==> src/rtl/evt_irq_pkg.sv <==
package evt_irq_pkg;

    localparam int NUM_BITS  = 32;
    localparam int NUM_EVT   = 29;
    localparam int EVT_W     = 5;
    localparam int ADDR_W    = 2;
    localparam int INTX_BASE = 24;
    localparam int INTX_W    = 4;
    localparam int INTX_EVT  = INTX_BASE;
    localparam int SHIFT_UP  = INTX_W - 1;

    typedef logic [NUM_BITS-1:0] word_t;

    typedef enum logic [ADDR_W-1:0] {
        REG_PEND  = 2'd0,
        REG_ENAB  = 2'd1,
        REG_SPARE = 2'd2,
        REG_TAIL  = 2'd3
    } reg_sel_e;

    typedef struct packed {
        logic       wr;
        reg_sel_e   sel;
        word_t      data;
    } bus_req_t;

    function automatic word_t evt_to_mask(input logic [EVT_W-1:0] n);
        word_t one;
        word_t grp;
        one = word_t'(1);
        grp = word_t'({INTX_W{1'b1}}) << INTX_BASE;
        if (n < EVT_W'(INTX_EVT))
            return one << n;
        else if (n == EVT_W'(INTX_EVT))
            return grp;
        else if (n < EVT_W'(NUM_EVT))
            return one << ({1'b0, n} + (EVT_W+1)'(SHIFT_UP));
        else
            return '0;
    endfunction

endpackage

==> src/rtl/evt_pend_bank.sv <==
module evt_pend_bank
    import evt_irq_pkg::*;
(
    input  logic  clk,
    input  logic  rst,
    input  word_t evt_in,
    input  logic  ack_en,
    input  word_t ack_bits,
    output word_t pend_q
);

    word_t pend_d;

    generate
        for (genvar i = 0; i < NUM_BITS; i++) begin : g_bit
            always_comb begin
                pend_d[i] = pend_q[i];
                if (ack_en && ack_bits[i])
                    pend_d[i] = 1'b0;
                if (evt_in[i])
                    pend_d[i] = 1'b1;
            end
        end
    endgenerate

    always_ff @(posedge clk) begin
        if (rst)
            pend_q <= '0;
        else
            pend_q <= pend_d;
    end

endmodule

==> src/rtl/evt_enab_reg.sv <==
module evt_enab_reg
    import evt_irq_pkg::*;
(
    input  logic  clk,
    input  logic  rst,
    input  logic  load,
    input  word_t load_val,
    output word_t enab_q
);

    always_ff @(posedge clk) begin
        if (rst)
            enab_q <= '0;
        else if (load)
            enab_q <= load_val;
    end

endmodule

==> src/rtl/evt_irq_merge.sv <==
module evt_irq_merge
    import evt_irq_pkg::*;
(
    input  logic  clk,
    input  logic  rst,
    input  word_t pend,
    input  word_t enab,
    output logic  irq_q
);

    word_t live;

    always_comb live = pend & enab;

    always_ff @(posedge clk) begin
        if (rst)
            irq_q <= 1'b0;
        else
            irq_q <= |live;
    end

endmodule

==> src/rtl/evt_irq_ctrl.sv <==
module evt_irq_ctrl
    import evt_irq_pkg::*;
(
    input  logic                 clk,
    input  logic                 rst,
    input  logic [NUM_BITS-1:0]  evt_in,
    input  logic                 bus_wr,
    input  logic [ADDR_W-1:0]    bus_addr,
    input  logic [NUM_BITS-1:0]  bus_wdata,
    output logic [NUM_BITS-1:0]  bus_rdata,
    output logic                 irq_out,
    input  logic [EVT_W-1:0]     map_evt,
    output logic [NUM_BITS-1:0]  map_mask
);

    bus_req_t req;
    word_t    status_q;
    word_t    mask_q;
    logic     wr_pend;
    logic     wr_enab;

    always_comb begin
        req.wr   = bus_wr;
        req.sel  = reg_sel_e'(bus_addr);
        req.data = bus_wdata;
        wr_pend  = req.wr && (req.sel == REG_PEND);
        wr_enab  = req.wr && (req.sel == REG_ENAB);
    end

    evt_pend_bank u_pend (
        .clk      (clk),
        .rst      (rst),
        .evt_in   (evt_in),
        .ack_en   (wr_pend),
        .ack_bits (req.data),
        .pend_q   (status_q)
    );

    evt_enab_reg u_enab (
        .clk      (clk),
        .rst      (rst),
        .load     (wr_enab),
        .load_val (req.data),
        .enab_q   (mask_q)
    );

    evt_irq_merge u_merge (
        .clk   (clk),
        .rst   (rst),
        .pend  (status_q),
        .enab  (mask_q),
        .irq_q (irq_out)
    );

    always_comb begin
        case (req.sel)
            REG_PEND: bus_rdata = status_q;
            REG_ENAB: bus_rdata = mask_q;
            default:  bus_rdata = '0;
        endcase
    end

    always_comb map_mask = evt_to_mask(map_evt);

endmodule

==> config.mk <==
export PLATFORM = sky130hd
export DESIGN_NAME = evt_irq_ctrl
export DESIGN_NICKNAME = d
export VERILOG_FILES = /design/src/rtl/evt_irq_pkg.sv /design/src/rtl/evt_pend_bank.sv /design/src/rtl/evt_enab_reg.sv /design/src/rtl/evt_irq_merge.sv /design/src/rtl/evt_irq_ctrl.sv
export SDC_FILE = /design/constraint.sdc
export NUM_CORES = 1
export LEC_CHECK = 0
export BUFFER_PORTS_ARGS = -buffer_cell sky130_fd_sc_hd__buf_4
export CAP_MARGIN = 10
export CORE_MARGIN = 8
export CORE_UTILIZATION = 49
export CTS_BUF_LIST = sky130_fd_sc_hd__clkbuf_8
export DETAILED_ROUTE_END_ITERATION = 16
export PLACE_DENSITY_LB_ADDON = 0.12
export SLEW_MARGIN = 20
export SYNTH_ARGS = -nofsm -noshare
export SYNTH_HDL_FRONTEND = slang
export SYNTH_SLANG_ARGS = --single-unit
==> constraint.sdc <==
create_clock -name clk -period 1.75 [get_ports clk]
set_input_delay 0.2625 -clock clk [delete_from_list [all_inputs] [get_ports clk]]
set_output_delay 0.2625 -clock clk [all_outputs]
set_load 0.05 [all_outputs]
Word level (Yosys, flattened, before mapping)
Index checks and enable logic that the tools add are counted.

Register bits after elaboration: 65. Bits in latches: 0. RAM bits: 0. ROM bits: 0. Output and inout bits: 65. Logic and storage cells: 178. Memories kept: 0.

$add $sub $neg: 1. Multipliers: 0. Div/mod/pow operators: 0. Order comparisons: 2. Equality and inequality tests: 2. Shift-type cells: 2. Mux-type cells: 68. Bitwise logic cells: 1. Reductions and logical operators: 68.

Operators with widths (count): 2-to-1 mux 32 bit (3); 2-to-1 mux 1 bit (64); case mux 32 bit (2 select lines) (1); nonzero test 2 bit (32); logical AND 1 bit (34); bitwise AND 32 bit (1); OR reduction 32 bit (1); left shift 1 x 5 -> 32 bit, first input constant (1); left shift 1 x 6 -> 32 bit, first input constant (1); < comparator 5 bit, second input constant (2); adder 5 x 2 -> 6 bit, second input constant (1); equality test 5 bit, second input constant (1); equality test 2 x 1 -> 1 bit, second input constant (1); zero test 2 bit (1).

Longest topological paths before layout
Gate-level depths: netlist (run 1).

Depth in word-level cells: 5. Mapped depth: 6.

Hierarchy
From an unflattened synthesis (run 1), not the netlist that was laid out.

Cells, all modules: 382. Area total of the unflattened synthesis: 3500.9 um2.

By module, submodules not included: evt_pend_bank (instances 1, cells each 134, area each 1416.4 um2); evt_enab_reg (instances 1, cells each 103, area each 1163.6 um2); evt_irq_ctrl (instances 1, cells each 122, area each 735.7 um2); evt_irq_merge (instances 1, cells each 23, area each 185.2 um2).

Worst setup path after synthesis (run 1)
OpenSTA, ideal clock, no wires.

Path type: input port to output port. From: input port bus_addr[0]. To: output port bus_rdata[0]. Arrival: 1.439 ns. Required time: 1.487 ns. Path slack: 0.049 ns. Stages on the path: 4. Buffers on the path: 2. Cells stage by stage: buf_2 > buf_2 > mux2i_1 > nor2_1.

Cells in the longest elaborated chain, start to end: 2. Elaborated cells on any way between the ends: 3. Classes of those cells: eq/ne: 1; mux: 1; reduce/logical: 1.

RTL lines: from (decl) (line evt_irq_ctrl.sv:8) `input logic [ADDR_W-1:0] bus_addr,`; equality test 2 x 1 -> 1 bit / zero test 2 bit (equally long branches) (line evt_irq_ctrl.sv:56) `case (req.sel)`; case mux 32 bit (2 select lines) (*) (line evt_irq_ctrl.sv:56); to (decl) (line evt_irq_ctrl.sv:10) `output logic [NUM_BITS-1:0] bus_rdata,`.

Every way passes the cells marked *; elsewhere a longest branch is shown, timed or not.

Final worst setup path (run 1)
From: input port bus_addr[0]. To: output port bus_rdata[1].

Same word-level chain as after synthesis.

==> impl_summary.log, run 1 <==
INFO  metric place_worst_setup_slack = 0.1940 ns
INFO  metric design_area = 4548 um^2
INFO  metric path_clk_slew = 0.07 ns
INFO  metric worst_path_dominant_cell_family = buffers and inverters
INFO  metric drc_errors = 0
INFO  metric ant_nets = 0
INFO  metric synthTopCellsByArea = dfxtp_1 40%, a21oi_1 9.8%, mux2i_1 9.8%
INFO  metric fin_crit_sh = 86.04%
INFO  metric worst-setup-path-type = in2out
INFO  metric clk_root_buffer_cell = clkbuf_8
INFO  metric yosysWarnings = 0
INFO  metric wire_per_inst = 15.13 um
INFO  metric cellPowerDensity = 821.6 nW/um^2
INFO  metric relSlewSlack = 65.59%
INFO  metric fillerInstances = 560
INFO  metric post-cts-setup-buffers = 0
INFO  metric synth_enable_flop_cells = 0
INFO  metric critical-path-slowest-cell = buf_4
INFO  metric place_congestion = 0.8228
INFO  metric grt_pass1_wl = 16.41 mm
INFO  metric hpwlAfterDp = 7.660 mm
INFO  metric viasPerCell = 5.125
INFO  metric critical_path_arrival = 1.24 ns
INFO  metric coreArea = 6386 um^2
INFO  metric worst_path_largest_cell_delay = 0.26 ns
INFO  metric finalPower = 3737 uW
INFO  metric nNetsFinal = 656
INFO  metric drv.max_cap_violation_count = 0
INFO  metric tritoncts = yes
INFO  metric crit_path_end_kind = output pin
INFO  metric insertedDiodeCount = 0
INFO  metric std_cell_rows = 29
INFO  metric cts-hold-fix-buffers = 0
INFO  metric cts_sinks = 65
INFO  metric final-max-slew-violation-count = 0
INFO  metric dominantRegCellSynth = dfxtp_1
INFO  metric design.die.area = 9538 um^2
INFO  metric synth_largest_type_area_fraction = 39.82%
INFO  metric finClkSkew = 0.006466 ns
INFO  metric insertion_delay = 0.34 ns
INFO  metric drt_first_pass_iters = 5
INFO  metric cp-startpoint = bus_addr[0]
INFO  metric violation_count_after_the_first_detailed_routing_iteration = 231
INFO  metric grt.total_usage = 20.49%
INFO  metric placement.cell_area = 4337 um^2
INFO  metric dr_total_vias = 3403
INFO  metric total_leakage_power = 0.002268 uW
INFO  metric run_status = finished clean
INFO  metric critPathRequiredTime = 1.49 ns
INFO  metric synth.largest_area_cell = dfxtp_1
INFO  metric design.portCount = 139
INFO  metric mapped_area = 3268 um^2
INFO  metric classification_of_the_worst_slack_hold_path = in2reg
INFO  metric path_common_cell = buf_4
INFO  metric postSynthRegisterBits = 65
INFO  metric grt_setup_unrepaired = no
INFO  metric antenna_violations_before_repair = 0
INFO  metric total_congestion_overflow = 0
INFO  metric grt_max_degree = 47
INFO  metric final_period_minus_worst_setup_slack = 1.506 ns
INFO  metric fin_util = 71.22%
INFO  metric cts_bufs_inserted = 9
INFO  metric synthDistinctLibCells = 23
INFO  metric critical_path_peak_fanout = 15
INFO  metric die_width = 97.67 um
INFO  metric async_flop_share = 0%
INFO  metric totalWireLength = 10.05 mm
INFO  metric placement.io_buffers = 138
INFO  metric synth_most_common_cell = nand2_1
INFO  metric max-clock-path-buffers = 2
INFO  metric setup_viol_count_final = 0
INFO  metric synth.avg_cell_area = 7.246 um^2
INFO  metric grt_pass1_vias = 3352
INFO  metric worstMarginPinSlew = 0.5162 ns
INFO  metric ff_latch_area = 1301 um^2
INFO  metric worstPathCellList = buf_4, buf_4, mux2i_1, nor2_1, buf_4
INFO  metric synth.net_count = 525
INFO  metric hp-start = evt_in[19]
INFO  metric ys_top_cells_by_count = 66 x nand2_1, 65 x dfxtp_1, 65 x inv_1, 65 x nor2_1, 64 x a21oi_1
INFO  metric area.growth.synth_to_final = 39.17%
INFO  metric maxClockFrequency = 664.1 MHz
INFO  metric drive_gt1_share = 29.98%
INFO  metric worstSetupStartpointType = primary input
INFO  metric power.ir.vdd_worst = 0.7231 mV
INFO  metric cts_max_level = 3
INFO  metric floorplan.initialDensity = 51.18%
INFO  metric syn-instance-count = 451
INFO  metric die_h = 97.67 um
INFO  metric timing.rr.start = u_pend.pend_q[28]
INFO  metric finalHoldViolations = 0
INFO  metric critical_path_buf_inv_count = 3
INFO  metric multi_input_area = 1584 um^2
INFO  metric synth_seq_area_share = 39.82%
INFO  metric postCtsResizedCells = 0
INFO  metric worst_slack = 0.2442 ns
INFO  metric setup-tns-final = 0 ns
[path summary, 6_finish.rpt]
check	to	slack (ns)	cells past startpoint
worst max-delay path	bus_rdata[1]	0.24	5
worst min-delay path	u_pend.pend_q[19]	0.15	3
worst max register to register	u_merge.irq_q	0.44	3
worst min register to register	u_enab.enab_q[5]	0.47	2
[through the flow]
step | hold WS (ns) | std cells
after CTS | 0.1480 | 664
after floorplan | 0.3919 | 451
after global placement | 0.4603 | 648
after global routing | 0.1564 | 664
after detailed placement | 0.4642 | 648
final | 0.1543 | 664
[tightest hold or removal path, delay by kind of cell]
kind	cells	cell delay (ns)
AOI/OAI and AO/OA	1	0.10
buffers and inverters	2	0.10
[logic make-up (layout without fill, tap and decap cells)]
logic type,count (synthesis),count (layout),share of synthesized area [%]
compound gates,113,113,19.87
buf+inv,93,229,11.71
flops,65,65,39.82
mux,32,32,9.801
simple gates,148,148,18.80
[per-layer routing]
metal	global-route usage, %	wire (um)
met1	24.70	4430
met2	33.37	4698
met3	5.690	705
met4	8.392	213
met5	0	0
[area by class of cell]
type / instances / share of cell area [%]
multi-input combinational: 293 / 34.83
sequential: 65 / 28.61
timing repair buffer: 148 / 24.43
inverter: 65 / 5.365
clock buffer: 9 / 2.724
tap: 77 / 2.118
clock inverter: 7 / 1.926
[report_power, final]
| part | switching (uW) | internal, uW |
|---|---|---|
| logic | 436 | 294 |
| clock network | 590 | 789 |
| registers | 66.1 | 1560 |
| total | 1090 | 2640 |
[sequential cells by signal, indices dropped and copies added (netlist names)]
signal,flops
u_enab.enab_q,32
u_merge.irq_q,1
u_pend.pend_q,32
[placed cells by master, fill, tap and decap left out, types with 9 or more instances in the layout]
| cell type | count |
|---|---|
| a22oi_1 | 16 |
| buf_4 | 148 |
| o21ai_2 | 10 |
| nor2_1 | 65 |
| nand2_1 | 66 |
| inv_1 | 67 |
| a21oi_1 | 64 |
| o21ai_1 | 20 |
| dfxtp_1 | 65 |
| clkbuf_8 | 9 |
| mux2i_1 | 32 |
Power figures use the tool's default switching activity.
==> run 2, diff against run 1 <==
--- a/config.mk
+++ b/config.mk
@@ -14,3 +14,2 @@
 export PLACE_DENSITY_LB_ADDON = 0.12
-export SLEW_MARGIN = 20
 export SYNTH_ARGS = -nofsm -noshare
==> constraint.sdc (replaced) <==
create_clock -name clk -period 1.75 [get_ports clk]
set_input_delay 0.175 -clock clk [delete_from_list [all_inputs] [get_ports clk]]
set_output_delay 0.175 -clock clk [all_outputs]
set_load 0.05 [all_outputs]
==> run 2 against run 1 <==
Non-clock buffer count decreased by 1. Die area unchanged. Clock-buffer cell count increased by 2. Highest routed layer unchanged. Critical path type is now reg2out.
==> impl_summary.log, run 2 (synthesis gave the netlist of run 1 again) <==
INFO  metric run_status = finished clean
INFO  metric grt.total_usage = 20.40% (-0.089 points)
INFO  metric ant_nets = 0 (unchanged)
INFO  metric cts_max_level = 3 (unchanged)
INFO  metric worst_path_largest_cell_delay = 0.37 ns (+0.11 ns)
INFO  metric place_congestion = 0.8289 (+0.74%)
INFO  metric placement.io_buffers = 138 (unchanged)
INFO  metric worstSetupStartpointType = flop
INFO  metric drive_gt1_share = 29.97% (about the same)
INFO  metric drt_first_pass_iters = 5 (unchanged)
INFO  metric grt_pass1_wl = 16.28 mm (-0.76%)
INFO  metric maxClockFrequency = 735.5 MHz (+11%)
INFO  metric postCtsResizedCells = 0 (unchanged)
INFO  metric cts-hold-fix-buffers = 0 (unchanged)
INFO  metric max-clock-path-buffers = 2 (unchanged)
INFO  metric insertedDiodeCount = 0 (unchanged)
INFO  metric worst-setup-path-type = reg2out
INFO  metric worst_path_dominant_cell_family = flip-flops
INFO  metric grt_util_met1 = 26.00% (+1.3 points)
INFO  metric grt_max_degree = 50 (+6.4%)
INFO  metric fin_util = 70.44% (-0.78 points)
INFO  metric fin_crit_sh = 77.69% (-8.4 points)
INFO  metric worstMarginPinSlew = 0.5113 ns (-0.004822 ns)
INFO  metric viasPerCell = 5.124 (about the same)
INFO  metric floorplan.initialDensity = 51.18% (unchanged)
INFO  metric cts_sinks = 65 (unchanged)
INFO  metric crit_path_end_kind = output pin
INFO  metric nNetsFinal = 655 (-0.15%)
INFO  metric critical-path-slowest-cell = dfxtp_1
INFO  metric post-cts-setup-buffers = 0 (unchanged)
INFO  metric insertion_delay = 0.33 ns (about the same)
INFO  metric design.die.area = 9538 um^2 (unchanged)
INFO  metric critical_path_peak_fanout = 3 (-12)
INFO  metric tritoncts = yes
INFO  metric grt_pass1_vias = 3271 (-2.4%)
INFO  metric critical_path_arrival = 1.18 ns (-0.06 ns)
INFO  metric final-max-slew-violation-count = 0 (unchanged)
INFO  metric fillerInstances = 552 (-1.4%)
INFO  metric met3_usage = 5.263% (-0.43 points)
INFO  metric grt_setup_unrepaired = no
INFO  metric dr_total_vias = 3387 (-0.47%)
INFO  metric layout_commonest_cell = buf_4
INFO  metric finalHoldViolations = 0 (unchanged)
INFO  metric setup_viol_count_final = 0 (unchanged)
INFO  metric relSlewSlack = 65.91% (+0.32 points)
INFO  metric clk_root_buffer_cell = clkbuf_8
INFO  metric die_h = 97.67 um (unchanged)
INFO  metric totalWireLength = 10.02 mm (-0.28%)
INFO  metric total_leakage_power = 0.002243 uW (-1.1%)
INFO  metric layout_common_cells = 147 x buf_4, 66 x nand2_1, 65 x nor2_1, 65 x inv_1, 65 x dfxtp_1
INFO  metric power.ir.vdd_worst = 0.5378 mV (-26%)
INFO  metric wire_per_inst = 15.16 um (+0.17%)
INFO  metric antenna_violations_before_repair = 0 (unchanged)
INFO  metric worstPathCellList = mux2i_1, nor2_1, buf_4
INFO  metric path_clk_slew = 0.07 ns (about the same)
INFO  metric biggestRegsByFlops = u_enab.enab_q: 32 flops, u_pend.pend_q: 32 flops, u_merge.irq_q: 1 flops
INFO  metric drc_errors = 0 (unchanged)
INFO  metric finClkSkew = 0.004890 ns (-0.001576 ns)
INFO  metric critPathRequiredTime = 1.57 ns (+0.08 ns)
INFO  metric drv.max_cap_violation_count = 0 (unchanged)
INFO  metric violation_count_after_the_first_detailed_routing_iteration = 256 (+11%)
INFO  metric classification_of_the_worst_slack_hold_path = in2reg
INFO  metric critical_path_buf_inv_count = 1 (-2)
INFO  metric die_width = 97.67 um (unchanged)
INFO  metric final_period_minus_worst_setup_slack = 1.360 ns (-0.1461 ns)
INFO  metric grt.busiest_layer = met2
INFO  metric grt.met2_usage = 32.90% (-0.47 points)
INFO  metric design.portCount = 139 (unchanged)
INFO  metric std_cell_rows = 29 (unchanged)
INFO  metric total_congestion_overflow = 0 (unchanged)
INFO  metric setup-tns-final = 0 ns (unchanged)
INFO  metric cellPowerDensity = 771.3 nW/um^2 (-6.1%)
INFO  metric hpwlAfterDp = 7.541 mm (-1.6%)
INFO  metric coreArea = 6386 um^2 (unchanged)
INFO  metric area.growth.synth_to_final = 37.63%
INFO  metric cts_bufs_inserted = 9 (unchanged)
-- run 2: per-layer routing --
metal	up-vias	routed length, um	part of all wire, %
li1	1718	-	-
met1	1542	4447	44
met2	119	4871	49
met3	8	595	5.9
met4	0	104	1.0
met5	-	0	0
-- run 2: final timing paths --
kind | slack (ns) | depth (start not counted) | start | to
setup / recovery | 0.39 | 3 | u_pend.pend_q[1] | bus_rdata[1]
hold / removal | 0.07 | 3 | evt_in[9] | u_pend.pend_q[9]
hold reg to reg | 0.47 | 2 | u_enab.enab_q[13] | u_enab.enab_q[13]
setup reg to reg | 0.39 | 3 | u_enab.enab_q[28] | u_merge.irq_q
-- run 2: power breakdown --
part           switching (uW)  internal, uW  leakage, uW  total, uW
logic                     439           293      0.00162        732
registers                65.0          1560     0.000537       1630
clock network             540           570    0.0000871       1110
-- run 2: area by class of cell --
cell class | instances | area [um^2] | share of cell area [%]
multi-input combinational | 293 | 1584 | 35.22
clock inverter | 3 | 17.52 | 0.3894
tap | 77 | 96.34 | 2.142
timing repair buffer | 147 | 1104 | 24.53
clock buffer | 11 | 151.4 | 3.366
sequential | 65 | 1301 | 28.93
inverter | 65 | 244.0 | 5.424
-- run 2: per-stage QoR --
stage                     hold WS [ns]  total power, uW  setup WS (ns)  cell area, um^2  instances
after floorplan                 0.3044             2094         0.2236             3268        451
final                          0.07207             3470         0.3904             4498        661
after global placement          0.4095             2376         0.3062             4329        647
after CTS                      0.06111             3488         0.3747             4498        661
after global routing           0.06657             3627         0.3224             4498        661
after detailed placement        0.4167             2391         0.2832             4329        647
-- run 2: worst reg2reg max path: cells and delay by family (launching register included) --
family           cells  cell delay, ns
AO/OA/AOI/OAI        2            0.73
AND/OR/NAND/NOR      1            0.19
flip-flops           1            0.33
==> run 3, diff against run 2 <==
Settings changed: ABC_AREA set to 1, CORE_UTILIZATION 49 to 45.
Clock period 1.75 ns to 1.2 ns, I/O delays scaled along.
==> run 3 against run 2 <==
The flow now finishes with violations (setup timing). Critical path depth is the same. Area after synthesis increased by 2.6%. Largest power group unchanged. Via count up 9.6%. Global-route usage decreased by 0.16 points. Critical path type unchanged.
==> impl_summary.log, run 3 <==
INFO  metric drc_errors = 0 (unchanged)
INFO  metric grt_pass1_wl = 16.88 mm (+3.7%)
INFO  metric ys_top_cells_by_count = 110 x nor2_1, 93 x nand2_1, 65 x dfxtp_1, 43 x inv_1
INFO  metric hpwlAfterDp = 7.683 mm (+1.9%)
INFO  metric drv.max_cap_violation_count = 0 (unchanged)
INFO  metric place_congestion = 0.8741 (+5.5%)
INFO  metric worstMarginPinSlew = 0.4022 ns (-0.1092 ns)
INFO  metric classification_of_the_worst_slack_hold_path = in2reg
INFO  metric setup_viol_count_final = 1 (+1)
INFO  metric relSlewSlack = 73.12% (+7.2 points)
INFO  metric synth.net_count = 553 (+5.3%)
INFO  metric cts_bufs_inserted = 9 (unchanged)
INFO  metric antenna_violations_before_repair = 0 (unchanged)
INFO  metric design_area = 5405 um^2 (+20%)
INFO  metric drt_first_pass_iters = 5 (unchanged)
INFO  metric finalHoldViolations = 0 (unchanged)
INFO  metric synth.avg_cell_area = 7.000 um^2 (-3.4%)
INFO  metric worst-setup-path-type = reg2out
INFO  metric violation_count_after_the_first_detailed_routing_iteration = 201 (-21%)
INFO  metric worst_path_dominant_cell_family = flip-flops
INFO  metric synthSimpleGateAreaFrac = 29.48% (+11 points)
INFO  metric total_leakage_power = 0.002368 uW (+5.6%)
INFO  metric fin_crit_sh = 100.3%
INFO  metric critical_path_buf_inv_count = 2 (+1)
INFO  metric async_flop_share = 0% (unchanged)
INFO  metric insertedDiodeCount = 0 (unchanged)
INFO  metric floorplan.initialDensity = 46.23% (-4.9 points)
INFO  metric synth_seq_area_share = 38.81% (-1.0 points)
INFO  metric placement.cell_area = 4700 um^2 (+8.6%)
INFO  metric std_cell_rows = 31 (+6.9%)
INFO  metric design.die.area = 10470 um^2 (+9.8%)
INFO  metric numPlacedInstances = 700 (+8.2%)
INFO  metric placement.io_buffers = 138 (unchanged)
INFO  metric synth_top_family_by_area = simple AND/OR/NAND/NOR gates
INFO  metric worstSetupStartpointType = flop
INFO  metric totalWireLength = 10.54 mm (+5.2%)
INFO  metric max-clock-path-buffers = 2 (unchanged)
INFO  metric syn-instance-count = 479 (+6.2%)
INFO  metric failed_checks = setup timing
INFO  metric path_clk_slew = 0.07 ns (about the same)
INFO  metric finalPower = 5598 uW (+61%)
INFO  metric synth-xor-area-share = 0% (unchanged)
INFO  metric dominantRegCellSynth = dfxtp_1
INFO  metric synth_enable_flop_cells = 0 (unchanged)
INFO  metric final-max-slew-violation-count = 0 (unchanged)
INFO  metric grt.busiest_layer = met2
INFO  metric tritoncts = yes
INFO  metric worst_slack = -0.004095 ns (-0.3945 ns)
INFO  metric biggestRegsByFlops = u_enab.enab_q: 32 flops, u_pend.pend_q: 32 flops, u_merge.irq_q: 1 flops
INFO  metric critical_path_peak_fanout = 2 (-1)
INFO  metric grt_util_met1 = 24.05% (-1.9 points)
INFO  metric grt.total_usage = 20.24% (-0.16 points)
INFO  metric met3_usage = 5.586% (+0.32 points)
INFO  metric cts_max_level = 3 (unchanged)
INFO  metric synthDistinctLibCells = 18 (-22%)
INFO  metric number_of_standard_cells_in_the_layout_taps_in_and_fillers_out = 747 (+13%)
INFO  metric synth_largest_type_area_fraction = 38.81% (-1.0 points)
INFO  metric dr_total_vias = 3712 (+9.6%)
INFO  metric ant_nets = 0 (unchanged)
INFO  metric maxClockFrequency = 830.5 MHz
INFO  metric clk_root_buffer_cell = clkbuf_8
INFO  metric finClkSkew = 0.007100 ns (+0.002210 ns)
INFO  metric nNetsFinal = 717 (+9.5%)
INFO  metric worstPathCellList = inv_2, o21ai_2, buf_6
INFO  metric layout_common_cells = 107 x buf_4, 97 x nor2_1, 91 x nand2_1
INFO  metric synthTopCellsByArea = dfxtp_1 39%, nor2_1 12%, a211oi_2 12%
INFO  metric design.portCount = 139 (unchanged)
INFO  metric crit_path_end_kind = output pin
INFO  metric postSynthRegisterBits = 65 (unchanged)
INFO  metric critical-path-slowest-cell = dfxtp_2
INFO  metric worst_path_largest_cell_delay = 0.34 ns (-0.03 ns)
INFO  metric viasPerCell = 4.969 (-3.0%)
INFO  metric mux_contribution_to_synthesized_area = 0% (-9.8 points)
INFO  metric run_status = finished, violations left
INFO  metric final_period_minus_worst_setup_slack = 1.204 ns
INFO  metric critPathRequiredTime = 1.08 ns (-0.49 ns)
INFO  metric grt_pass1_vias = 3627 (+11%)
INFO  metric coreArea = 7253 um^2 (+14%)
INFO  metric synth-adder-area-share = 0% (unchanged)
INFO  metric total_congestion_overflow = 0 (unchanged)
INFO  metric synth.largest_area_cell = dfxtp_1
INFO  metric cellPowerDensity = 1036 nW/um^2 (+34%)
INFO  metric grt.met2_usage = 33.98% (+1.1 points)
INFO  metric setup-tns-final = -0.004095 ns (-0.004095 ns)
INFO  metric die_width = 102.3 um (+4.8%)
INFO  metric yosysWarnings = 0 (unchanged)
INFO  metric die_h = 102.3 um (+4.8%)
INFO  metric grt_setup_unrepaired = yes
INFO  metric synth-compound-area-share = 21.64% (+1.8 points)
INFO  metric drive_gt1_share = 48.30% (+18 points)
INFO  metric mapped_area = 3353 um^2 (+2.6%)
INFO  metric area.growth.synth_to_final = 61.19%
INFO  metric critical_path_arrival = 1.08 ns (-0.10 ns)
INFO  metric synth_most_common_cell = nor2_1
INFO  metric grt_max_degree = 37 (-26%)
INFO  metric wire_per_inst = 14.10 um (-7.0%)
INFO  metric fin_util = 74.52% (+4.1 points)
INFO  metric insertion_delay = 0.34 ns (about the same)
INFO  metric cts_sinks = 65 (unchanged)
INFO  metric power.ir.vdd_worst = 0.6310 mV (+17%)
INFO  metric layout_commonest_cell = buf_4
[run 3: where the power goes]
group,leakage (uW),switching (uW),internal (uW)
logic,0.00171,818,596
registers,0.000552,95.5,2310
clock network,0.000102,836,940
total,0.00237,1750,3850
[run 3: kinds of logic after synthesis]
kind of cell,Yosys count
compound gates,97
buf+inv,73
flops,65
simple gates,244
[run 3: timing repair]
item                                    4_1_cts  5_1_grt
resized for setup                            42       63
endpoints found under the hold margin        30        0
setup buffers                                 0        1
pin swaps                                     8       20
hold buffers                                 30        0
endpoints found under the setup margin       30       40
[run 3: path summary, 6_finish.rpt]
path                          start           endpoint  slack [ns]  cells after the start
setup / recovery  u_enab.enab_q[23]      bus_rdata[23]      -0.004                      3
hold / removal           evt_in[20]  u_pend.pend_q[20]        0.01                      3
setup reg to reg  u_pend.pend_q[27]      u_merge.irq_q        0.26                      6
hold reg to reg    u_enab.enab_q[8]   u_enab.enab_q[8]        0.47                      2
[run 3: layout make-up]
class	count	area (um^2)
inverters	45	168.9
clock buffers	9	123.9
multi-input cells	341	1907
repair buffers	181	1669
flip-flops and latches	65	1349
clock inverters	7	63.81
well taps	99	123.9
fillers	573	1848
[run 3: metrics by stage]
stage | setup slack [ns] | hold slack, ns
floorplan | -0.1770 | 0.2374
global placement | 0.04629 | 0.3218
detailed placement | 0.04967 | 0.3326
CTS | 0.0003740 | 0.0001949
global route | -0.03063 | 0.04014
finish | -0.004095 | 0.009818
[run 3: layer usage]
layer,wire (um),share of wire (%)
met1,4507,43
met2,5071,48
met3,819,7.8
met5,0,0
met4,137,1.3
[run 3: worst reg2reg max path: cells and delay by family, from the launching register on]
| kind | cells | cell delay [ns] |
|---|---|---|
| compound gates | 1 | 0.06 |
| simple gates | 5 | 0.41 |
| flops | 1 | 0.33 |
